`src/rtl/efc_pkg.sv`:
```
package efc_pkg;
    localparam int DEF_PORTS  = 4;
    localparam int DEF_ADDR_W = 32;
    localparam int DEF_ID_W   = 8;
    localparam int DEF_TYPE_W = 4;
endpackage

```
`src/rtl/efc_lowest_pick.sv`:
```
module efc_lowest_pick #(
    parameter int NP = 4,
    parameter int PW = 8
) (
    input  logic [NP-1:0]    vld,
    input  logic [NP*PW-1:0] pay,
    output logic             hit,
    output logic [PW-1:0]    sel
);
    always_comb begin
        sel = '0;
        for (int i = NP - 1; i >= 0; i--) begin
            if (vld[i]) sel = pay[i*PW +: PW];
        end
    end

    assign hit = |vld;
endmodule

```
`src/rtl/efc_capture_slot.sv`:
```
module efc_capture_slot #(
    parameter int PW = 8
) (
    input  logic          clk,
    input  logic          rst,
    input  logic          hit,
    input  logic [PW-1:0] pay,
    input  logic          ack,
    output logic          locked,
    output logic [PW-1:0] held
);
    typedef struct packed {
        logic          lock;
        logic [PW-1:0] pay;
    } slot_t;

    slot_t st_d, st_q;

    always_comb begin
        st_d = st_q;
        // re-arm first, so a coincident error still lands
        if (ack) st_d.lock = 1'b0;
        if (!st_d.lock && hit) begin
            st_d.lock = 1'b1;
            st_d.pay  = pay;
        end
    end

    always_ff @(posedge clk) begin
        if (rst) st_q <= '0;
        else     st_q <= st_d;
    end

    assign locked = st_q.lock;
    assign held   = st_q.pay;
endmodule

```
`src/rtl/err_first_capture.sv`:
```
module err_first_capture #(
    parameter int NUM_PORTS = efc_pkg::DEF_PORTS,
    parameter int ADDR_W    = efc_pkg::DEF_ADDR_W,
    parameter int ID_W      = efc_pkg::DEF_ID_W,
    parameter int TYPE_W    = efc_pkg::DEF_TYPE_W
) (
    input  logic                        clk,
    input  logic                        rst,
    input  logic [NUM_PORTS-1:0]        cmd_err_vld,
    input  logic [NUM_PORTS*ADDR_W-1:0] cmd_err_addr,
    input  logic [NUM_PORTS*ID_W-1:0]   cmd_err_id,
    input  logic [NUM_PORTS*TYPE_W-1:0] cmd_err_type,
    input  logic [NUM_PORTS-1:0]        dat_err_vld,
    input  logic [NUM_PORTS*ID_W-1:0]   dat_err_id,
    input  logic [NUM_PORTS*TYPE_W-1:0] dat_err_type,
    input  logic                        ack_cmd,
    input  logic                        ack_dat,
    output logic                        cmd_stat,
    output logic [ADDR_W-1:0]           cmd_cap_addr,
    output logic [ID_W-1:0]             cmd_cap_id,
    output logic [TYPE_W-1:0]           cmd_cap_type,
    output logic                        dat_stat,
    output logic [ID_W-1:0]             dat_cap_id,
    output logic [TYPE_W-1:0]           dat_cap_type,
    output logic                        irq
);
    localparam int CPW = ADDR_W + ID_W + TYPE_W;
    localparam int DPW = ID_W + TYPE_W;

    logic [NUM_PORTS*CPW-1:0] cmd_pay;
    logic [NUM_PORTS*DPW-1:0] dat_pay;

    for (genvar p = 0; p < NUM_PORTS; p++) begin : g_pack
        assign cmd_pay[p*CPW +: CPW] = {cmd_err_addr[p*ADDR_W +: ADDR_W],
                                        cmd_err_id[p*ID_W +: ID_W],
                                        cmd_err_type[p*TYPE_W +: TYPE_W]};
        assign dat_pay[p*DPW +: DPW] = {dat_err_id[p*ID_W +: ID_W],
                                        dat_err_type[p*TYPE_W +: TYPE_W]};
    end

    logic           cmd_hit, dat_hit;
    logic [CPW-1:0] cmd_sel, cmd_held;
    logic [DPW-1:0] dat_sel, dat_held;

    efc_lowest_pick #(.NP(NUM_PORTS), .PW(CPW)) u_cmd_pick (
        .vld(cmd_err_vld), .pay(cmd_pay), .hit(cmd_hit), .sel(cmd_sel)
    );

    efc_lowest_pick #(.NP(NUM_PORTS), .PW(DPW)) u_dat_pick (
        .vld(dat_err_vld), .pay(dat_pay), .hit(dat_hit), .sel(dat_sel)
    );

    efc_capture_slot #(.PW(CPW)) u_cmd_slot (
        .clk(clk), .rst(rst), .hit(cmd_hit), .pay(cmd_sel), .ack(ack_cmd),
        .locked(cmd_stat), .held(cmd_held)
    );

    efc_capture_slot #(.PW(DPW)) u_dat_slot (
        .clk(clk), .rst(rst), .hit(dat_hit), .pay(dat_sel), .ack(ack_dat),
        .locked(dat_stat), .held(dat_held)
    );

    assign {cmd_cap_addr, cmd_cap_id, cmd_cap_type} = cmd_held;
    assign {dat_cap_id, dat_cap_type}               = dat_held;
    assign irq = cmd_stat | dat_stat;
endmodule

```
`config.mk`:
```
export PLATFORM = sky130hd
export DESIGN_NAME = err_first_capture
export DESIGN_NICKNAME = d
export VERILOG_FILES = /design/src/rtl/efc_pkg.sv /design/src/rtl/efc_lowest_pick.sv /design/src/rtl/efc_capture_slot.sv /design/src/rtl/err_first_capture.sv
export SDC_FILE = /design/constraint.sdc
export NUM_CORES = 1
export LEC_CHECK = 0
export ABC_AREA = 1
export ABC_CLOCK_PERIOD_IN_PS = 1950
export BUFFER_PORTS_ARGS = -buffer_cell sky130_fd_sc_hd__buf_2
export CORE_MARGIN = 2
export CORE_UTILIZATION = 25
export CTS_CLUSTER_SIZE = 28
export DETAILED_ROUTE_END_ITERATION = 10
export PLACE_DENSITY_LB_ADDON = 0.12
export SYNTH_ARGS = -nofsm -noshare
export SYNTH_HDL_FRONTEND = slang
export SYNTH_SLANG_ARGS = --single-unit
```
`constraint.sdc`:
```
create_clock -name clk -period 1.95 [get_ports clk]
set_clock_uncertainty 0.15 [all_clocks]
set_input_delay 0.195 -clock clk [delete_from_list [all_inputs] [get_ports clk]]
set_output_delay 0.195 -clock clk [all_outputs]
set_load 0.02 [all_outputs]
```
==> impl_metrics.yaml, run 1 <==
outcome:
  status: "finished clean"
cells_and_area:
  nFillCells: 1973
  final_common_cell: "nand2_1"
  fin_nets: 1257
  final_cell_mix: "322 x nand2_1, 294 x buf_2, 114 x nor2_1"
  syn2layout_area_growth_pct: 44.5
  antenna_cells: 0
  finish.utilization_pct: 37.0
  layout-drive-gt1-share_pct: 36.1
floorplanning:
  core_um2: 16600
  fp.dieArea_um2: 18000
  top_level_ports: 295
  die_y_um: 134
  fp-row-count: 47
  die_x_um: 134
  start_util_pct: 25.6
global_routing:
  overflow: 0
  grt_usage_pct: 19.0
  grt_pass1_vias: 5304
  grt_pass1_wl_um: 27000
  antenna_found_initial: 0
  grt_max_degree: 53
yosys:
  syn-num-nets: 992
  yosysTopAreaCellShare_pct: 28.5
  yosysSeqAreaShare_pct: 27.3
  ys_warn_count: 0
  netlist_instances: 756
  synth_area_leader_cell: "nand2_1"
  avgSynthCellArea_um2: 5.62
  synthesis.area_um2: 4250
  synth_seq_cells: 58
  synth_area_leaders: "nand2_1 28%, dfxtp_1 27%, a21oi_1 11%"
  ys_types: 19
setup_path:
  crit_fanout: 3
  critPathMaxStageDelay_ns: 0.32
  timing_worst_setup_path_type: "reg2out"
  path_cells: "or2_2, buf_2"
  cp_slowest_cell: "dfxtp_1"
  start_kind: "flip-flop"
  worstPathArrival_ns: 1.13
  cp_data_required_time_ns: 1.60
  end_kind: "primary output"
sta:
  fin_crit_sh_pct: 75.5
  maxSlewHeadroom_pct: 65.2
  fmax_mhz: 679
  final_max_slew_viol_count: 0
  tns_ns: 0
  tightest_slew_ns: 0.523
  rsz0062_at_grt: "false"
  fin_crit_ns: 1.47
  setup_viol: 0
  finalHoldViolCount: 0
pwr:
  power_switching_mw: 1.30
  ir_drop_uv: 377
  p_int_mw: 2.68
  clockPowerShare_pct: 36.6
  p_per_area_nw_per_um2: 648
  leakage_nw: 3.33
  share_comb_of_total_power_pct: 29.6
  switching_share_pct: 32.7
  power_frac_seq_pct: 33.8
clocking:
  tritoncts.num_buffers: 9
  cts_tree: "yes"
  post-cts-setup-buffers: 0
  clk-insertion-delay-late_ns: 0.32
  cts_buffer_depth: 2
  cts_resized: 0
  htreeDepth: 3
  ctsHoldBuffers: 0
  clock-root-buffer: "clkbuf_16"
  clkTransAtPathRegs_ns: 0.05
  cts.sinks: 58
detailed_routing:
  wl_per_cell_um: 14.3
  first_iter_violations: 206
  firstDrtPassIters: 6
  via_per_inst: 4.45
  dr_total_vias: 5544
  drcViolationCount: 0
  antenna_left: 0
  wirelength_um: 17800
place:
  portBuffers: 294
  globalplace.congestion: 0.795
  dp_hpwl_um: 13500
min_path:
  hp-class: "in2reg"
run:
  max_cap_viol_count: 0
[state kept, by name (all words and copies together) (netlist names)]
signal / count
u_dat_slot.locked: 1
u_dat_slot.held: 12
u_cmd_slot.locked: 1
u_cmd_slot.held: 44
[routing by layer]
| layer | track usage (%) | wire length, µm | up-vias | part of all wire, % |
|---|---|---|---|---|
| met5 | 0 | 0 | - | 0 |
| met4 | 4.27 | 177 | 0 | 1.0 |
| li1 | - | - | 2924 | - |
| met1 | 23.6 | 7920 | 2425 | 45 |
| met3 | 5.82 | 1330 | 17 | 7.5 |
| met2 | 32.3 | 8350 | 178 | 47 |
[critical path, delay by kind of cell (launching register included)]
kind          cells  cell delay [ns]
buf+inv           1             0.17
flops             1             0.32
simple gates      1             0.31
[power by group through the flow]
stage / combinational (mW) / sequential (mW) / clock (mW)
floorplan: 0.574 / 1.49 / 0
global placement: 1.19 / 1.37 / 0
detailed placement: 1.19 / 1.37 / 0
CTS: 1.19 / 1.34 / 1.52
global route: 1.31 / 1.35 / 1.57
finish: 1.18 / 1.34 / 1.46
[final timing paths]
check	slack, ns	end	cells after the start	start
hold reg to reg	0.31	u_cmd_slot.held[24]	2	u_cmd_slot.held[24]
setup / recovery	0.48	irq	2	u_dat_slot.locked
hold / removal	0.08	u_cmd_slot.held[9]	5	cmd_err_id[13]
setup reg to reg	0.59	u_cmd_slot.held[9]	6	u_cmd_slot.locked
[cell families (layout without fill, tap and decap cells)]
logic type             Yosys count  count (layout)  synth area share, %
AND/OR/NAND/NOR                519             519                 49.4
AO/OA/AOI/OAI                  112             112                 15.0
flip-flops                      58              58                 27.3
buffers and inverters           67             336                 8.31
[through the flow]
step / hold slack [ns] / setup WS, ns / instances / cell area, µm² / total power, mW
after CTS: 0.0656 / 0.454 / 1245 / 6140 / 4.05
final: 0.0841 / 0.478 / 1245 / 6140 / 3.98
after detailed placement: 0.303 / 0.419 / 1230 / 5870 / 2.56
after global routing: 0.0919 / 0.444 / 1245 / 6140 / 4.24
after global placement: 0.302 / 0.437 / 1230 / 5870 / 2.56
after floorplan: 0.242 / 0.624 / 756 / 4250 / 2.06
[cell type report]
class / count / area [µm²] / share of cell area, %
Multi-Input combinational cell: 631 / 2730 / 44.5
Timing Repair Buffer: 310 / 1650 / 26.9
Sequential cell: 58 / 1160 / 18.9
Tap cell: 220 / 275 / 4.48
Clock buffer: 12 / 256 / 4.18
Inverter: 11 / 42.5 / 0.693
Clock inverter: 3 / 15.0 / 0.245
[cell usage after synthesis]
| library cell | n |
|---|---|
| clkinv_1 | 2 |
| inv_1 | 8 |
| nor2_4 | 2 |
| buf_4 | 3 |
| buf_6 | 2 |
| nand2_1 | 322 |
| nand3_1 | 58 |
| dfxtp_1 | 58 |
| buf_8 | 3 |
| nand2_2 | 21 |
| or2_2 | 1 |
| a21oi_2 | 20 |
| buf_1 | 2 |
| a21oi_1 | 92 |
| nor2_1 | 114 |
| clkbuf_1 | 14 |
| nand2_4 | 1 |
| clkinv_2 | 1 |
| buf_2 | 32 |
Power figures use the tool's default switching activity.
==> run 2: changes to the inputs <==
ABC_CLOCK_PERIOD_IN_PS = 1400   (was 1950)
clock period = 1.4 ns   (was 1.95 ns; I/O delays follow)
==> run 2 against run 1 <==
Effect of this change:
- design area increased by 5.1%
- critical path depth unchanged
- sequential power rose by 40%
- sequential share of layout area is 0.87 points lower
- largest power group unchanged
==> impl_metrics.yaml, run 2 (same netlist as run 1, synthesis figures left out) <==
cells_and_area:
  fin_nets: 1270
  antenna_cells: 0
  final_common_cell: "nand2_1"
  layout-drive-gt1-share_pct: 37.2
  final_cell_mix: "321 x nand2_1, 293 x buf_2, 114 x nor2_1"
  largest_reg_flops: 44
  syn2layout_area_growth_pct: 51.8
  nFillCells: 1928
sta:
  finalHoldViolCount: 0
  maxSlewHeadroom_pct: 75.3
  fin_crit_sh_pct: 93.3
  fin_crit_ns: 1.31
  final_max_slew_viol_count: 0
  fmax_mhz: 765
  setup_viol: 0
  tns_ns: 0
  setup_ws_ns: 0.0932
  tightest_slew_ns: 0.370
  rsz0062_at_grt: "false"
clocking:
  post-cts-setup-buffers: 0
  cts_tree: "yes"
  htreeDepth: 3
  clkTransAtPathRegs_ns: 0.05
  clock-root-buffer: "clkbuf_16"
  tritoncts.num_buffers: 9
  clk-insertion-delay-late_ns: 0.33
  cts_buffer_depth: 2
  cts.sinks: 58
global_routing:
  grt_usage_pct: 18.8
  overflow: 0
  grt_pass1_wl_um: 26800
  grt_pass1_vias: 5348
  antenna_found_initial: 0
  grt_max_degree: 45
floorplanning:
  die_y_um: 134
  die_x_um: 134
  fp.dieArea_um2: 18000
  fp-row-count: 47
  top_level_ports: 295
  start_util_pct: 25.6
  core_um2: 16600
setup_path:
  crit_fanout: 3
  worstPathArrival_ns: 1.02
  regToRegEndpoint: "u_cmd_slot.held[37]"
  r2r_slack_ns: 0.17
  end_kind: "primary output"
  start_kind: "flip-flop"
  timing_worst_setup_path_type: "reg2out"
  r2r_start: "u_cmd_slot.locked"
  cp_data_required_time_ns: 1.11
  reg2reg_depth: 6
detailed_routing:
  wirelength_um: 17400
  drcViolationCount: 0
  dr_total_vias: 5593
  wl_per_cell_um: 13.8
  firstDrtPassIters: 4
  antenna_left: 0
  via_per_inst: 4.44
  first_iter_violations: 217
pwr:
  ir_drop_uv: 494
  switching_share_pct: 29.1
  p_int_mw: 4.48
  power_frac_seq_pct: 29.6
  clockPowerShare_pct: 43.3
  leakage_nw: 3.48
  power_switching_mw: 1.84
  share_comb_of_total_power_pct: 27.1
  p_per_area_nw_per_um2: 981
place:
  place_ws_ns: 0.0632
  dp_hpwl_um: 13400
  portBuffers: 294
  globalplace.congestion: 0.825
outcome:
  status: "finished clean"
min_path:
  worstHoldPathCells: 2
  holdCritStartpoint: "rst"
  min_to: "u_cmd_slot.held[41]"
  hp-class: "in2reg"
run:
  max_cap_viol_count: 0
run 2: worst max-delay path, cell delays in order (launching register included):
cell	delay [ns]
dfxtp_2	0.32
or2_4	0.24
buf_6	0.13
run 2: worst max path at each step:
stage                            from                   to  slack [ns]  depth (start not counted)
floorplan           u_cmd_slot.locked  u_cmd_slot.held[10]        0.07                          6
global placement       cmd_err_vld[0]  u_cmd_slot.held[22]        0.07                          7
detailed placement  u_cmd_slot.locked  u_cmd_slot.held[17]        0.06                          6
CTS                 u_dat_slot.locked                  irq       0.002                          2
global route        u_cmd_slot.locked  u_cmd_slot.held[37]        0.02                          6
finish              u_dat_slot.locked                  irq        0.09                          2
run 2: routing by layer:
layer / GRT usage (%) / share of wire (%) / up-vias
li1: - / - / 2947
met1: 23.3 / 44 / 2419
met2: 32.4 / 47 / 212
met3: 5.37 / 7.9 / 15
met4: 4.33 / 1.0 / 0
met5: 0 / 0 / -
run 2: metrics by stage:
stage          power, mW  cells  utilization (%)  hold WS [ns]  cell area, µm²
2_1_floorplan       2.87    756                -         0.187            4250
3_3_place_gp        3.63   1242             36.5         0.298            6060
3_5_place_dp        3.62   1242             36.5         0.300            6060
4_1_cts             6.41   1259             38.8       0.00632            6430
5_1_grt             6.67   1259             38.9        0.0199            6450
6_report            6.33   1259             38.9        0.0166            6450
run 2: repair_timing:
action	CTS	global route
endpoints found under the hold margin	1	0
hold buffers	1	0
resized for setup	0	7
setup endpoints to repair	0	41
run 2: power groups by stage:
stage | clock (mW) | combinational [mW] | sequential, mW
after global placement | 0 | 1.73 | 1.90
after detailed placement | 0 | 1.72 | 1.90
after global routing | 2.87 | 1.91 | 1.89
after floorplan | 0 | 0.800 | 2.07
final | 2.74 | 1.71 | 1.87
after CTS | 2.81 | 1.73 | 1.87
run 2: final cells by class:
| type | count | area, µm² | share of cell area (%) |
|---|---|---|---|
| tap | 220 | 275 | 4.27 |
| clock inverter | 5 | 125 | 1.94 |
| timing repair buffer | 323 | 1860 | 28.9 |
| inverter | 11 | 42.5 | 0.660 |
| clock buffer | 11 | 243 | 3.76 |
| sequential | 58 | 1160 | 18.0 |
| multi-input combinational | 631 | 2740 | 42.5 |
